### config.mk
export PLATFORM = sky130hd
export DESIGN_NAME = cmp_event_unit
export DESIGN_NICKNAME = d
export VERILOG_FILES = /design/src/rtl/cmp_pkg.sv /design/src/rtl/cmp_regs.sv /design/src/rtl/cmp_timer.sv /design/src/rtl/cmp_match.sv /design/src/rtl/cmp_action.sv /design/src/rtl/cmp_event_unit.sv
export SDC_FILE = /design/constraint.sdc
export NUM_CORES = 1
export LEC_CHECK = 0
export CELL_PAD_IN_SITES_DETAIL_PLACEMENT = 1
export CELL_PAD_IN_SITES_GLOBAL_PLACEMENT = 2
export CORE_UTILIZATION = 33
export CTS_CLUSTER_DIAMETER = 30
export DETAILED_ROUTE_END_ITERATION = 7
export PLACE_DENSITY_LB_ADDON = 0.05
export SLEW_MARGIN = 15
export SYNTH_ARGS = -nofsm -noshare
export SYNTH_HDL_FRONTEND = slang
export SYNTH_SLANG_ARGS = --single-unit
### constraint.sdc
create_clock -name clk -period 2.8 [get_ports clk]
set_clock_uncertainty 0.1 [all_clocks]
set_input_delay 0.56 -clock clk [delete_from_list [all_inputs] [get_ports clk]]
set_output_delay 0.56 -clock clk [all_outputs]
set_load 0.05 [all_outputs]
### src/rtl/cmp_pkg.sv
package cmp_pkg;
  localparam int MODE_W = 4;

  typedef enum logic [MODE_W-1:0] {
    MD_OFF = 4'b0000,
    MD_TOG = 4'b0010,
    MD_SET = 4'b1000,
    MD_CLR = 4'b1001,
    MD_IRQ = 4'b1010,
    MD_SEV = 4'b1011
  } mode_e;

  function automatic logic mode_drives(input logic [MODE_W-1:0] m);
    return (m == MD_SET) || (m == MD_CLR) || (m == MD_TOG);
  endfunction

  function automatic logic mode_active(input logic [MODE_W-1:0] m);
    return mode_drives(m) || (m == MD_IRQ) || (m == MD_SEV);
  endfunction
endpackage

### src/rtl/cmp_regs.sv
module cmp_regs
  import cmp_pkg::*;
#(
  parameter int TW = 16,
  parameter int DW = 8,
  localparam int NB = TW / DW,
  localparam int SELW = $clog2(NB + 1)
) (
  input  logic              clk,
  input  logic              rst,
  input  logic              wr_en,
  input  logic [SELW-1:0]   wr_sel,
  input  logic [DW-1:0]     wr_data,
  output logic [TW-1:0]     cmp_o,
  output logic [MODE_W-1:0] mode_o,
  output logic              cmp_wr_o,
  output logic              mode_zero_o
);
  timeunit 1ns; timeprecision 1ps;

  logic [NB-1:0] byte_we;
  logic          mode_we;

  for (genvar b = 0; b < NB; b++) begin : g_we
    assign byte_we[b] = wr_en && (wr_sel == SELW'(b));
  end

  assign mode_we     = wr_en && (wr_sel == SELW'(NB));
  assign cmp_wr_o    = |byte_we;
  assign mode_zero_o = mode_we && (wr_data[MODE_W-1:0] == '0);

  always_ff @(posedge clk) begin
    if (rst) begin
      cmp_o  <= '0;
      mode_o <= MD_OFF;
    end else begin
      for (int b = 0; b < NB; b++) begin
        if (byte_we[b]) cmp_o[b*DW +: DW] <= wr_data;
      end
      if (mode_we) mode_o <= wr_data[MODE_W-1:0];
    end
  end
endmodule

### src/rtl/cmp_timer.sv
module cmp_timer #(
  parameter int TW = 16
) (
  input  logic          clk,
  input  logic          rst,
  input  logic          tick_i,
  input  logic          sev_hit_i,
  input  logic          cmp_wr_i,
  input  logic          ovf_clr_i,
  output logic [TW-1:0] cnt_o,
  output logic          ovf_o
);
  timeunit 1ns; timeprecision 1ps;

  logic pend_q;
  logic rst_req;
  logic wrap;

  assign rst_req = (pend_q || sev_hit_i) && !cmp_wr_i;
  assign wrap    = tick_i && !rst_req && (&cnt_o);

  always_ff @(posedge clk) begin
    if (rst) begin
      cnt_o  <= '0;
      pend_q <= 1'b0;
      ovf_o  <= 1'b0;
    end else begin
      if (tick_i) cnt_o <= rst_req ? '0 : cnt_o + TW'(1);
      if (cmp_wr_i || tick_i) pend_q <= 1'b0;
      else if (sev_hit_i)     pend_q <= 1'b1;
      if (wrap)           ovf_o <= 1'b1;
      else if (ovf_clr_i) ovf_o <= 1'b0;
    end
  end


  cnt_step_chk: assert property (@(posedge clk) disable iff (rst)
    tick_i && !pend_q && !sev_hit_i |=> cnt_o == $past(cnt_o) + TW'(1));

  cnt_hold_chk: assert property (@(posedge clk) disable iff (rst)
    !tick_i |=> $stable(cnt_o));

  cancel_chk: assert property (@(posedge clk) disable iff (rst)
    cmp_wr_i |=> !pend_q);

  ovf_rise_chk: assert property (@(posedge clk) disable iff (rst)
    $rose(ovf_o) |-> (&$past(cnt_o)) && cnt_o == '0 && !$past(sev_hit_i));
endmodule

### src/rtl/cmp_match.sv
module cmp_match #(
  parameter int TW = 16
) (
  input  logic          clk,
  input  logic          rst,
  input  logic          tick_i,
  input  logic [TW-1:0] cnt_i,
  input  logic [TW-1:0] cmp_i,
  output logic          hit_o
);
  timeunit 1ns; timeprecision 1ps;

  logic done_q;

  assign hit_o = (cnt_i == cmp_i) && !done_q;

  always_ff @(posedge clk) begin
    if (rst) done_q <= 1'b0;
    else     done_q <= tick_i ? 1'b0 : (done_q || hit_o);
  end


  once_chk: assert property (@(posedge clk) disable iff (rst)
    hit_o && !tick_i |=> !hit_o);
endmodule

### src/rtl/cmp_action.sv
module cmp_action
  import cmp_pkg::*;
(
  input  logic              clk,
  input  logic              rst,
  input  logic              hit_i,
  input  logic [MODE_W-1:0] mode_i,
  input  logic              mode_zero_i,
  input  logic              oe_i,
  input  logic              flag_clr_i,
  input  logic              adc_en_i,
  output logic              sev_hit_o,
  output logic              latch_o,
  output logic              flag_o,
  output logic              trig_o,
  output logic              adc_o,
  output logic              drive_o
);
  timeunit 1ns; timeprecision 1ps;

  assign sev_hit_o = hit_i && (mode_i == MD_SEV);

  always_ff @(posedge clk) begin
    if (rst) begin
      latch_o <= 1'b0;
      flag_o  <= 1'b0;
      trig_o  <= 1'b0;
      adc_o   <= 1'b0;
      drive_o <= 1'b0;
    end else begin
      if (mode_zero_i) latch_o <= 1'b0;
      else if (hit_i) begin
        case (mode_i)
          MD_SET:  latch_o <= 1'b1;
          MD_CLR:  latch_o <= 1'b0;
          MD_TOG:  latch_o <= ~latch_o;
          default: latch_o <= latch_o;
        endcase
      end
      if (hit_i && mode_active(mode_i)) flag_o <= 1'b1;
      else if (flag_clr_i)              flag_o <= 1'b0;
      trig_o  <= sev_hit_o;
      adc_o   <= sev_hit_o && adc_en_i;
      drive_o <= oe_i && mode_drives(mode_i);
    end
  end


  flag_set_chk: assert property (@(posedge clk) disable iff (rst)
    hit_i && mode_active(mode_i) |=> flag_o);

  adc_gate_chk: assert property (@(posedge clk) disable iff (rst)
    adc_o |-> trig_o && $past(adc_en_i));

  idle_mode_chk: assert property (@(posedge clk) disable iff (rst)
    !mode_active(mode_i) && !mode_zero_i && !flag_clr_i |=> $stable(flag_o) && $stable(latch_o));

  drive_chk: assert property (@(posedge clk) disable iff (rst)
    drive_o |-> $past(oe_i));
endmodule

### src/rtl/cmp_event_unit.sv
module cmp_event_unit
  import cmp_pkg::*;
#(
  parameter int TW = 16,
  parameter int DW = 8,
  localparam int NB = TW / DW,
  localparam int SELW = $clog2(NB + 1)
) (
  input  logic            clk,
  input  logic            rst,
  input  logic            tick_en,
  input  logic            wr_en,
  input  logic [SELW-1:0] wr_sel,
  input  logic [DW-1:0]   wr_data,
  input  logic            oe_in,
  input  logic            flag_clr,
  input  logic            ovf_clr,
  input  logic            adc_en,
  output logic [TW-1:0]   timer_o,
  output logic            pin_o,
  output logic            pin_drive_o,
  output logic            cmp_flag_o,
  output logic            ovf_flag_o,
  output logic            trig_o,
  output logic            adc_start_o
);
  timeunit 1ns; timeprecision 1ps;

  logic [TW-1:0]     cmp_val;
  logic [MODE_W-1:0] mode;
  logic              cmp_wr, mode_zero, hit, sev_hit;

  cmp_regs #(.TW(TW), .DW(DW)) u_regs (
    .clk(clk), .rst(rst), .wr_en(wr_en), .wr_sel(wr_sel), .wr_data(wr_data),
    .cmp_o(cmp_val), .mode_o(mode), .cmp_wr_o(cmp_wr), .mode_zero_o(mode_zero)
  );

  cmp_timer #(.TW(TW)) u_timer (
    .clk(clk), .rst(rst), .tick_i(tick_en), .sev_hit_i(sev_hit),
    .cmp_wr_i(cmp_wr), .ovf_clr_i(ovf_clr), .cnt_o(timer_o), .ovf_o(ovf_flag_o)
  );

  cmp_match #(.TW(TW)) u_match (
    .clk(clk), .rst(rst), .tick_i(tick_en), .cnt_i(timer_o), .cmp_i(cmp_val),
    .hit_o(hit)
  );

  cmp_action u_act (
    .clk(clk), .rst(rst), .hit_i(hit), .mode_i(mode), .mode_zero_i(mode_zero),
    .oe_i(oe_in), .flag_clr_i(flag_clr), .adc_en_i(adc_en),
    .sev_hit_o(sev_hit), .latch_o(pin_o), .flag_o(cmp_flag_o), .trig_o(trig_o),
    .adc_o(adc_start_o), .drive_o(pin_drive_o)
  );


  zero_mode_chk: assert property (@(posedge clk) disable iff (rst)
    mode_zero |=> !pin_o);

  reset_chk: assert property (@(posedge clk)
    $past(rst) |-> timer_o == '0 && !cmp_flag_o && !ovf_flag_o && !trig_o);
endmodule

==> impl_metrics.yaml <==
critical_path:
  cp.depth: 1
  worstPathRequired_ps: 2140
  cp.arrival_ps: 1710
  critical-path-max-stage-delay_ps: 870
  endpoint_kind: "output pin"
  path_class: "reg2out"
  reg2regPathDepth: 6
  critPathLaunchType: "flip-flop"
  cpMaxStageDelayCell: "clkdlybuf4s50_1"
  worstPathCellList: "clkdlybuf4s50_1"
  crit_family: "buffers and inverters"
  crit_path_max_fanout: 8
  critPathBufInv: 1
synth:
  synth_edf_count: 0
  yosysSeqAreaShare_pct: 42.2
  netlist_area_um2: 2090
  synthDistinctLibCells: 45
  avgSynthCellArea_um2: 8.77
  synth_cells: 238
  syn-num-nets: 257
  yosysWarnings: 0
  synth_ff_type: "dfxtp_1"
  postSynth.asyncResetShare_pct: 0
  ys_seq_elements: 44
final_layout:
  layout.nets: 301
  final_cell_mix: "44 x dfxtp_1, 39 x clkdlybuf4s50_1, 30 x nor2_1, 25 x nand2_1"
  post-route-util_pct: 44.5
  final_common_cell: "dfxtp_1"
  syn_to_final_growth_pct: 28.5
  antenna_cells: 0
  drive_gt1_share_pct: 8.83
  top_regs: "u_regs.cmp_o (16), u_timer.cnt_o (16), u_regs.mode_o (4)"
grt:
  grtUsageTotal_pct: 17.9
  grt_overflow_total: 0
  grt_pass1_wl_um: 8760
  antenna_found_initial: 0
  grt_pass1_vias: 1715
  grt_max_degree: 30
sta:
  maxSlewViolCount: 0
  fin_crit_ps: 2370
  max-slew-margin-rel_pct: 66.9
  setup_viol: 0
  fin_setup_tns_ps: 0
  tightest_slew_ps: 495
  timing.final.crit_share_pct: 84.7
  hold_viol_final: 0
  fmax_mhz: 422
  rsz0062_at_grt: "false"
route:
  dr_total_vias: 1769
  dr.pass1.iters: 4
  wl_per_cell_um: 15.2
  viasPerCell: 4.94
  wirelength_um: 5450
  ant_nets: 0
  first_iter_violations: 46
  drc: 0
cts:
  hold_buffers: 0
  cts_resized: 0
  cts.htree.levels: 2
  cts_root_buffer: "clkbuf_8"
  worstSkewPairLatency_ps: 300
  post_cts_buffers: 0
  cts_tree: "built"
  clkTransAtPathRegs_ps: 90
  cts_buffers: 5
  cts.sinks: 44
  clk_path_buf_depth: 2
die:
  core_um2: 6030
  initial_core_util_pct: 34.7
  ioPinCount: 40
  die_height_um: 81.6
  fp.dieArea_um2: 6650
  dieWidth_um: 81.6
  fp-row-count: 28
power:
  total_power_w: 0.00132
  vdd_drop_max_mv: 0.193
  powerDensity_nw_per_um2: 493
  p_leak_nw: 0.903
placement:
  hpwl_um: 4060
  place_congestion: 0.812
  io_buffer_count: 39
flow_run:
  cap_violations: 0
hold_path:
  worstHoldPathCells: 2
  hp-class: "reg2reg"
status:
  status: "finished clean"
[metal layers]
layer  global-route usage, %  up-vias  share of wire, %
li1                        -      904                 -
met1                    23.3      827                48
met2                    29.8       34                47
met3                    3.00        4               3.7
met4                    5.89        0               1.0
met5                       0        -                 0
[cell usage after synthesis, types with 2 or more instances]
| cell type | instances | share of area, % |
|---|---|---|
| nand3_1 | 13 | 3.1 |
| a211oi_1 | 2 | 0.72 |
| o22ai_1 | 3 | 0.90 |
| nand2_1 | 25 | 4.5 |
| nor3_1 | 4 | 0.96 |
| nand4_1 | 9 | 2.7 |
| inv_1 | 10 | 1.8 |
| nor2_1 | 30 | 5.4 |
| buf_6 | 2 | 1.1 |
| clkbuf_1 | 3 | 0.54 |
| or3_1 | 2 | 0.60 |
| and2_1 | 2 | 0.60 |
| xnor2_1 | 17 | 7.1 |
| mux2i_1 | 12 | 5.8 |
| a21oi_1 | 17 | 4.1 |
| or4_1 | 2 | 0.72 |
| xor2_1 | 4 | 1.7 |
| nand2b_1 | 5 | 1.5 |
| o21ai_1 | 2 | 0.48 |
| dfxtp_1 | 44 | 42 |
| xnor2_2 | 3 | 2.3 |
| o21ai_0 | 4 | 0.96 |
[worst register-to-register path: cells and delay by family (launching register included)]
family	cells	cell delay [ps]
simple gates	4	1100
flops	1	540
compound gates	1	190
xor+xnor	1	150
[kinds of logic after synthesis]
logic type	synth area share [%]
xor gates and xnor gates	11.1
AOI/OAI and AO/OA	9.11
muxes	5.75
adders and majority gates	0.599
DFF	42.2
buffers and inverters	3.83
and+or+nand+nor	27.4
[stage by stage]
stage,area [µm²],setup WS [ps],hold slack (ps),cells
detailed placement,2570,392,343,350
floorplan,2090,668,350,238
finish,2680,428,351,358
global route,2680,351,373,358
CTS,2680,403,355,358
global placement,2570,449,339,350
[final timing paths]
path | slack [ps] | from | end
worst max-delay path | 430 | u_timer.cnt_o[14] | timer_o[14]
worst min-delay path | 350 | u_timer.ovf_o | u_timer.ovf_o
worst max register to register | 600 | u_timer.cnt_o[14] | u_timer.cnt_o[5]
worst min register to register | 350 | u_timer.ovf_o | u_timer.ovf_o
[power breakdown]
part | switching, W | internal, W
logic | 0.0000835 | 0.0000735
clock network | 0.000240 | 0.000269
registers | 0.0000165 | 0.000640
total | 0.000340 | 0.000983
[cell type report]
| class | count | area, µm² |
|---|---|---|
| fillers | 735 | 3340 |
| inverters | 10 | 37.5 |
| flip-flops and latches | 44 | 881 |
| clock buffers | 5 | 68.8 |
| multi-input cells | 177 | 1130 |
| well taps | 75 | 93.8 |
| clock inverters | 3 | 46.3 |
| repair buffers | 44 | 428 |
Power figures use the tool's default switching activity.
